`src/rtl/secded_pkg.sv`:
```
package secded_pkg;

   localparam int MAX_R = 16;

   // Column idx of Q: odd weights from 3 upward, ascending value within a weight.
   function automatic logic [MAX_R-1:0] q_column(input int r, input int idx);
      int cnt;
      logic [MAX_R-1:0] res;
      cnt = 0;
      res = '0;
      for (int w = 3; w <= r; w += 2) begin
         for (int v = 0; v < (1 << r); v++) begin
            if ($countones(v) == w) begin
               if (cnt == idx) res = v[MAX_R-1:0];
               cnt++;
            end
         end
      end
      return res;
   endfunction

endpackage

```
`src/rtl/secded_qmul.sv`:
```
module secded_qmul #(
   parameter int R = 6,
   parameter int K = 26
) (
   input  logic [K-1:0] d_i,
   output logic [R-1:0] p_o
);
   logic [R-1:0] term [K];

   for (genvar j = 0; j < K; j++) begin : g_col
      localparam logic [secded_pkg::MAX_R-1:0] CJ = secded_pkg::q_column(R, j);
      assign term[j] = d_i[j] ? CJ[R-1:0] : '0;
   end

   always_comb begin
      p_o = '0;
      for (int j = 0; j < K; j++) p_o = p_o ^ term[j];
   end
endmodule

```
`src/rtl/secded_corrector.sv`:
```
module secded_corrector #(
   parameter int R = 6,
   parameter int K = 26
) (
   input  logic [R-1:0] syn_i,
   input  logic [K-1:0] raw_i,
   output logic [K-1:0] data_o,
   output logic         fixed_o,
   output logic         fatal_o
);
   localparam int N = K + R;

   logic [N-1:0] hit;

   for (genvar p = 0; p < N; p++) begin : g_pos
      if (p < K) begin : g_data
         localparam logic [secded_pkg::MAX_R-1:0] HC = secded_pkg::q_column(R, p);
         assign hit[p] = (syn_i == HC[R-1:0]);
      end else begin : g_chk
         localparam logic [R-1:0] HC = R'(1) << (p - K);
         assign hit[p] = (syn_i == HC);
      end
   end

   assign data_o  = raw_i ^ hit[K-1:0];
   assign fixed_o = |hit;
   assign fatal_o = (syn_i != '0) && !(|hit);
endmodule

```
`src/rtl/secded_codec.sv`:
```
module secded_codec #(
   parameter int R       = 6,
   parameter int K       = 26,
   parameter bit OUT_REG = 1'b1
) (
   input  logic           clk,
   input  logic           rst_n,
   input  logic [K-1:0]   enc_data_i,
   output logic [K+R-1:0] enc_code_o,
   input  logic [K+R-1:0] dec_code_i,
   output logic [K-1:0]   dec_data_o,
   output logic           dec_fixed_o,
   output logic           dec_fatal_o
);
   localparam int N    = K + R;
   localparam int KMAX = (1 << (R - 1)) - R;

   if (R < 3 || R > secded_pkg::MAX_R) begin : g_bad_r
      $error("secded_codec: R out of range");
   end
   if (K < 1 || K > KMAX) begin : g_bad_k
      $error("secded_codec: K exceeds 2^(R-1)-R");
   end

   logic [R-1:0] enc_chk, dec_qd, syn;
   logic [N-1:0] code_c;
   logic [K-1:0] data_c;
   logic         fixed_c, fatal_c;

   secded_qmul #(.R(R), .K(K)) u_enc (.d_i(enc_data_i), .p_o(enc_chk));
   assign code_c = {enc_chk, enc_data_i};

   secded_qmul #(.R(R), .K(K)) u_dec (.d_i(dec_code_i[K-1:0]), .p_o(dec_qd));
   assign syn = dec_qd ^ dec_code_i[N-1:K];

   secded_corrector #(.R(R), .K(K)) u_fix (
      .syn_i  (syn),
      .raw_i  (dec_code_i[K-1:0]),
      .data_o (data_c),
      .fixed_o(fixed_c),
      .fatal_o(fatal_c)
   );

   if (OUT_REG) begin : g_reg
      always_ff @(posedge clk or negedge rst_n) begin
         if (!rst_n) begin
            enc_code_o  <= '0;
            dec_data_o  <= '0;
            dec_fixed_o <= 1'b0;
            dec_fatal_o <= 1'b0;
         end else begin
            enc_code_o  <= code_c;
            dec_data_o  <= data_c;
            dec_fixed_o <= fixed_c;
            dec_fatal_o <= fatal_c;
         end
      end

      // uncorrectable word leaves the data as received
      p_fatal_raw_r7: assert property (@(posedge clk) disable iff (!rst_n)
         dec_fatal_o |-> dec_data_o == $past(dec_code_i[K-1:0]));
      // a correction touches at most one data bit
      p_fix_onebit_r4: assert property (@(posedge clk) disable iff (!rst_n)
         dec_fixed_o |-> $countones(dec_data_o ^ $past(dec_code_i[K-1:0])) <= 1);
   end else begin : g_comb
      assign enc_code_o  = code_c;
      assign dec_data_o  = data_c;
      assign dec_fixed_o = fixed_c;
      assign dec_fatal_o = fatal_c;
   end

   // flags mutually exclusive
   p_flag_excl_r6: assert property (@(posedge clk) disable iff (!rst_n)
      !(fixed_c && fatal_c));
   // even nonzero syndrome is always uncorrectable
   p_even_syn_fatal_r6: assert property (@(posedge clk) disable iff (!rst_n)
      (syn != '0 && !(^syn)) |-> (fatal_c && !fixed_c));
   // zero syndrome means clean pass-through
   p_zero_syn_clean_r3: assert property (@(posedge clk) disable iff (!rst_n)
      (syn == '0) |-> (!fixed_c && !fatal_c && data_c == dec_code_i[K-1:0]));
endmodule

```
`config.mk`:
```
export PLATFORM = sky130hd
export DESIGN_NAME = secded_codec
export DESIGN_NICKNAME = d
export VERILOG_FILES = /design/src/rtl/secded_pkg.sv /design/src/rtl/secded_qmul.sv /design/src/rtl/secded_corrector.sv /design/src/rtl/secded_codec.sv
export SDC_FILE = /design/constraint.sdc
export NUM_CORES = 1
export LEC_CHECK = 0
export BUFFER_PORTS_ARGS = -buffer_cell sky130_fd_sc_hd__buf_2
export CAP_MARGIN = 20
export CORE_MARGIN = 1.5
export CORE_UTILIZATION = 35
export CTS_CLUSTER_DIAMETER = 60
export DETAILED_ROUTE_END_ITERATION = 10
export SETUP_SLACK_MARGIN = 0.02
export SKIP_LAST_GASP = 1
export SLEW_MARGIN = 10
export SYNTH_ARGS = -nofsm -noshare
export SYNTH_HDL_FRONTEND = slang
export SYNTH_HIERARCHICAL = 1
export SYNTH_SLANG_ARGS = --single-unit
```
`constraint.sdc`:
```
create_clock -name clk -period 1.3 [get_ports clk]
set_clock_uncertainty 0.2 [all_clocks]
set_input_delay 0.195 -clock clk [delete_from_list [all_inputs] [get_ports clk]]
set_output_delay 0.195 -clock clk [all_outputs]
set_load 0.02 [all_outputs]
```
## Word-level counts from Yosys, hierarchy flattened

Cells that the tools add are included.

- Add/sub/neg operators: 0
- Multipliers: 0
- Div/mod/pow operators: 0
- $lt $le $gt $ge: 0
- Eq/ne operators: 32
- Shift operators: 0
- Muxes and demuxes: 52
- Bitwise gates (word level): 52
- Reductions and logical operators: 4

Operators with widths:

| operator | number |
|---|---|
| $xor A6 B6 Y6 | 51 |
| $mux W6 | 30 |
| $eq A6 B6 Y1 const B | 16 |
| $mux W5 | 14 |
| $eq A6 B5 Y1 const B | 8 |
| $reduce_or A32 Y1 | 1 |
| $xor A26 B26 Y26 | 1 |
| $eq A6 B4 Y1 const B | 4 |
| $mux W4 | 6 |
| $eq A6 B3 Y1 const B | 2 |
| $eq A6 B1 Y1 const B | 1 |
| $eq A6 B2 Y1 const B | 1 |
| $mux W3 | 2 |
| $reduce_bool A6 Y1 | 1 |
| $logic_and A1 B1 Y1 | 1 |
| $logic_not A1 Y1 | 1 |

- Flip-flop bits (word level): 60
- Bits in latches: 0
- Memory bits (writable): 0
- Memory bits (read-only): 0
- Bits of input ports: 60
- Word-level logic and storage cells: 144
- Memories kept: 0

## Depth between registers and ports, before layout

- Depth after elaboration: 31
- Gate-level depth with buffers: 9

## Hierarchy

Netlist, hierarchy kept.

By module, submodules not included:

| module | instances | cells each | area each (um^2) |
|---|---|---|---|
| secded_codec | 1 | 66 | 1554.0 |
| secded_qmul | 2 | 36 | 569.3 |
| secded_corrector | 1 | 84 | 615.6 |

## Worst setup path after synthesis

OpenSTA, ideal clock, no wires.

- Path type: input to register
- From: input port dec_code_i[22]
- To: register dec_data_o[9]
- Library setup time: 0.123 ns
- Data arrival time: 2.277 ns
- Required time: 0.977 ns
- Slack: -1.299 ns
- Stages: 9
- Path buffers: 2
- Path through: xnor3_1 -> xnor3_2 -> xnor3_1 -> xor2_1 -> buf_2 -> nor2b_1 -> buf_2 -> nand4_1 -> xnor2_1

- Cells in the longest elaborated chain, start to end: 8

RTL lines:

| what | RTL line | source |
|---|---|---|
| start: declaration | secded_codec.sv:10 | `input logic [K+R-1:0] dec_code_i,` |
| $mux W6 | secded_qmul.sv:12 | `assign term[j] = d_i[j] ? CJ[R-1:0] : '0;` |
| $xor A6 B6 Y6 (4 in a row) | secded_qmul.sv:17 | `for (int j = 0; j < K; j++) p_o = p_o ^ term[j];` |
| via dec_qd[4] | secded_codec.sv:25 | `logic [R-1:0] enc_chk, dec_qd, syn;` |
| $xor A6 B6 Y6 | secded_codec.sv:34 | `assign syn = dec_qd ^ dec_code_i[N-1:K];` |
| via syn[4] | secded_codec.sv:25 |  |
| $eq A6 B5 Y1 | secded_corrector.sv:18 | `assign hit[p] = (syn_i == HC[R-1:0]);` |
| $xor A26 B26 Y26 | secded_corrector.sv:25 | `assign data_o = raw_i ^ hit[K-1:0];` |
| via data_c[9] | secded_codec.sv:27 | `logic [K-1:0] data_c;` |
| end signal: assignment | secded_codec.sv:53 | `dec_data_o <= data_c;` |
| end: declaration | secded_codec.sv:11 | `output logic [K-1:0] dec_data_o,` |

The timed path passes the listed nets, and every way through them passes these cells.

## Worst setup path in the final report

- From: input port dec_code_i[11]
- To: register dec_data_o[6]

- Cells in the longest elaborated chain, start to end: 19

RTL lines:

| what | RTL line |
|---|---|
| $mux W6 | secded_qmul.sv:12 |
| $xor A6 B6 Y6 (15 in a row) | secded_qmul.sv:17 |
| via dec_qd[0] | secded_codec.sv:25 |
| $xor A6 B6 Y6 | secded_codec.sv:34 |
| via syn[0] | secded_codec.sv:25 |
| $eq A6 B5 Y1 | secded_corrector.sv:18 |
| $xor A26 B26 Y26 | secded_corrector.sv:25 |
| via data_c[6] | secded_codec.sv:27 |

The timed path passes the listed nets, and every way through them passes these cells.

==> results_dict.tcl <==
set metrics [dict create \
    path_buf_inv 3 \
    initial_core_util_pct 35.97 \
    drc 0 \
    port_buffers 119 \
    gp_congestion 0.8014 \
    p_leak_uw 0.003024 \
    clock_path_buffers 2 \
    p_int_uw 7543 \
    die_x_microns 100.2 \
    htree_levels 3 \
    power_frac_comb_pct 63.6 \
    fillerInstances 678 \
    drt-wirelength-per-cell_microns 16.35 \
    ys_seq_area_share_pct 45.39 \
    ys_seq_elements 60 \
    final_common_cell "buf_4" \
    die_area_sq_mm 0.01004 \
    cp_slowest_cell "xor3_1" \
    crit_cells 10 \
    final-instance-count-excl-fill 595 \
    synth_area_sq_mm 0.003308 \
    syn-num-nets 282 \
    clkTransAtPathRegs_ns 0.07 \
    row_count 35 \
    required_ns 1.32 \
    synth_edf_count 0 \
    power.density_mw_per_mm2 1968 \
    dp_cells 520 \
    grt_pass1_wl_mm 14.28 \
    min_period_over_period_pct 180.2 \
    rsz0062_at_grt "yes" \
    setup_viol_count_final 32 \
    ioPinCount 120 \
    tns_ns -27.86 \
    final_cell_mix "79 x buf_4, 71 x buf_2, 60 x dfrtp_1" \
    fmax_mhz 426.8 \
    startpoint "dec_code_i[11]" \
    seqPwrFrac_pct 19.9 \
    place_area_sq_mm 0.004712 \
    setup_slack_ns -1.043 \
    crit_path_frequent_cell "buf_4" \
    ant_nets 0 \
    slew_headroom_pct 74.22 \
    ir_worst_vdd_v 0.001367 \
    switchingPower_uw 4476 \
    fp.coreArea_sq_mm 0.009196 \
    synth_ff_type "dfrtp_1" \
    violations "setup timing" \
    die_y_microns 100.2 \
    area.growth.synth_to_final_pct 84.57 \
    total_power_uw 12020 \
    pwr-share-clk_pct 16.5 \
    synth_cell_types 22 \
    maxSlewViolCount 0 \
    period_minus_slack_ns 2.343 \
    num_antenna_cells 0 \
    path_cells "buf_6 > xnor3_1 > xnor3_2 > xor3_1 > xor2_2 > buf_4 > and2b_2 > buf_4 > nand3_1 > xnor2_1" \
    grt-ovfl-total 0 \
    critical_path.max_fanout 4 \
    max_stage_delay_ns 0.42 \
    worstMarginPinSlew_ns 0.3853 \
    cp.arrival_ns 2.36 \
    post_drt_via_cell_ratio 4.499 \
    endpoint "dec_data_o[6]" \
    fin_nets 539 \
    critPathLaunchType "primary input" \
    first_pass_iters 4 \
    path_delay_family "XOR/XNOR gates" \
    path_class "primary input to flip-flop" \
    clock-sinks 60 \
    syn_inst 222 \
    wl_mm 9.731 \
    grt_antenna_before_repair 0 \
    grt_pass1_vias 2881 \
    outcome "finished with violations" \
    finalHoldViolCount 0 \
    final_area_sq_mm 0.006106 \
    yosys_warnings 6 \
    cts_tree "done" \
    drt_iter0_drc 67 \
    grtUsageTotal_pct 19.25 \
    switching_share_pct 37.24 \
    numCtsBuffers 9 \
    synthArstFlopShare_pct 100.0 \
    vias 2677 \
    worstHoldPathType "primary input to flip-flop" \
    layout-drive-gt1-share_pct 58.88 \
    avgSynthCellArea_sq_um 14.90 \
    final_core_util_pct 66.39 \
    cts-root-buf "clkbuf_8" \
    end_kind "flip-flop" \
    place_hpwl_mm 6.743 \
    grt_max_degree 30 \
    maxCapViolCount 0 \
]
-- registers in the layout (all words and copies together), names as in the netlist --
name         count
dec_data_o      26
enc_code_o      32
dec_fatal_o      1
dec_fixed_o      1
-- area by class of cell --
class / instances / area (sq um) / area share [%]
clock buffers: 11 / 131.4 / 2.152
multi-input cells: 154 / 2125 / 34.80
well taps: 111 / 138.9 / 2.275
clock inverters: 5 / 100.1 / 1.639
flip-flops and latches: 60 / 1501 / 24.59
repair buffers: 254 / 2110 / 34.55
-- power by group through the flow --
| stage | logic, uW | clock network (uW) | registers, uW |
|---|---|---|---|
| after floorplan | 3330 | 0 | 2790 |
| after global placement | 5680 | 0 | 2370 |
| after detailed placement | 5760 | 0 | 2360 |
| after CTS | 6550 | 2040 | 2360 |
| after global routing | 8030 | 2140 | 2420 |
| final | 7640 | 1990 | 2390 |
-- synth_stat cells (3+ instances only) --
cell type / number / area [sq um]
nand3_1: 12 / 60.06
xnor3_1: 26 / 585.6
dfrtp_1: 60 / 1501
xnor3_2: 4 / 95.09
buf_4: 3 / 22.52
xor3_1: 6 / 142.6
nor2b_1: 3 / 18.77
xor2_1: 11 / 96.34
xnor2_1: 61 / 534.3
buf_2: 3 / 15.01
nand4_1: 8 / 50.05
and2b_1: 3 / 22.52
nor2_1: 3 / 11.26
nand2_1: 7 / 26.28
-- cell families after synthesis --
| family | Yosys count | share of synthesized area, % |
|---|---|---|
| xor+xnor | 110 | 44.93 |
| flops | 60 | 45.39 |
| simple gates | 41 | 7.413 |
| buf+inv | 8 | 1.361 |
| compound gates | 3 | 0.9078 |
-- through the flow --
| step | hold slack [ns] | setup slack [ns] |
|---|---|---|
| 3_3_place_gp | -0.09883 | -1.424 |
| 4_1_cts | 0.0003328 | -0.9992 |
| 3_5_place_dp | -0.1007 | -1.412 |
| 2_1_floorplan | -0.3006 | -1.079 |
| 6_report | 0.006911 | -1.043 |
| 5_1_grt | 0.001179 | -1.143 |
-- worst min-delay path by stage --
stage | start | endpoint | slack (ns) | cells after the start
floorplan | rst_n | dec_data_o[0] | -0.30 | 0
global placement | rst_n | enc_code_o[23] | -0.1 | 1
detailed placement | rst_n | enc_code_o[23] | -0.10 | 1
CTS | dec_code_i[3] | dec_data_o[3] | 0.0003 | 3
global route | dec_code_i[3] | dec_data_o[3] | 0.001 | 3
finish | dec_code_i[5] | dec_data_o[5] | 0.007 | 3
-- what timing repair did --
item,CTS,global route
gates resized for setup,44,114
pin swaps,28,23
setup buffers,10,5
hold buffers,44,0
cloned,1,0
endpoints found under the setup margin,41,74
hold endpoints to repair,103,0
-- routing by layer --
layer	track usage, %	up-vias	wire length [microns]
li1	-	1252	-
met3	5.432	9	613
met2	34.07	112	5133
met5	0	-	0
met4	5.850	0	136
met1	22.70	1304	3847
Note: power is estimated with default switching activity, not from simulation.
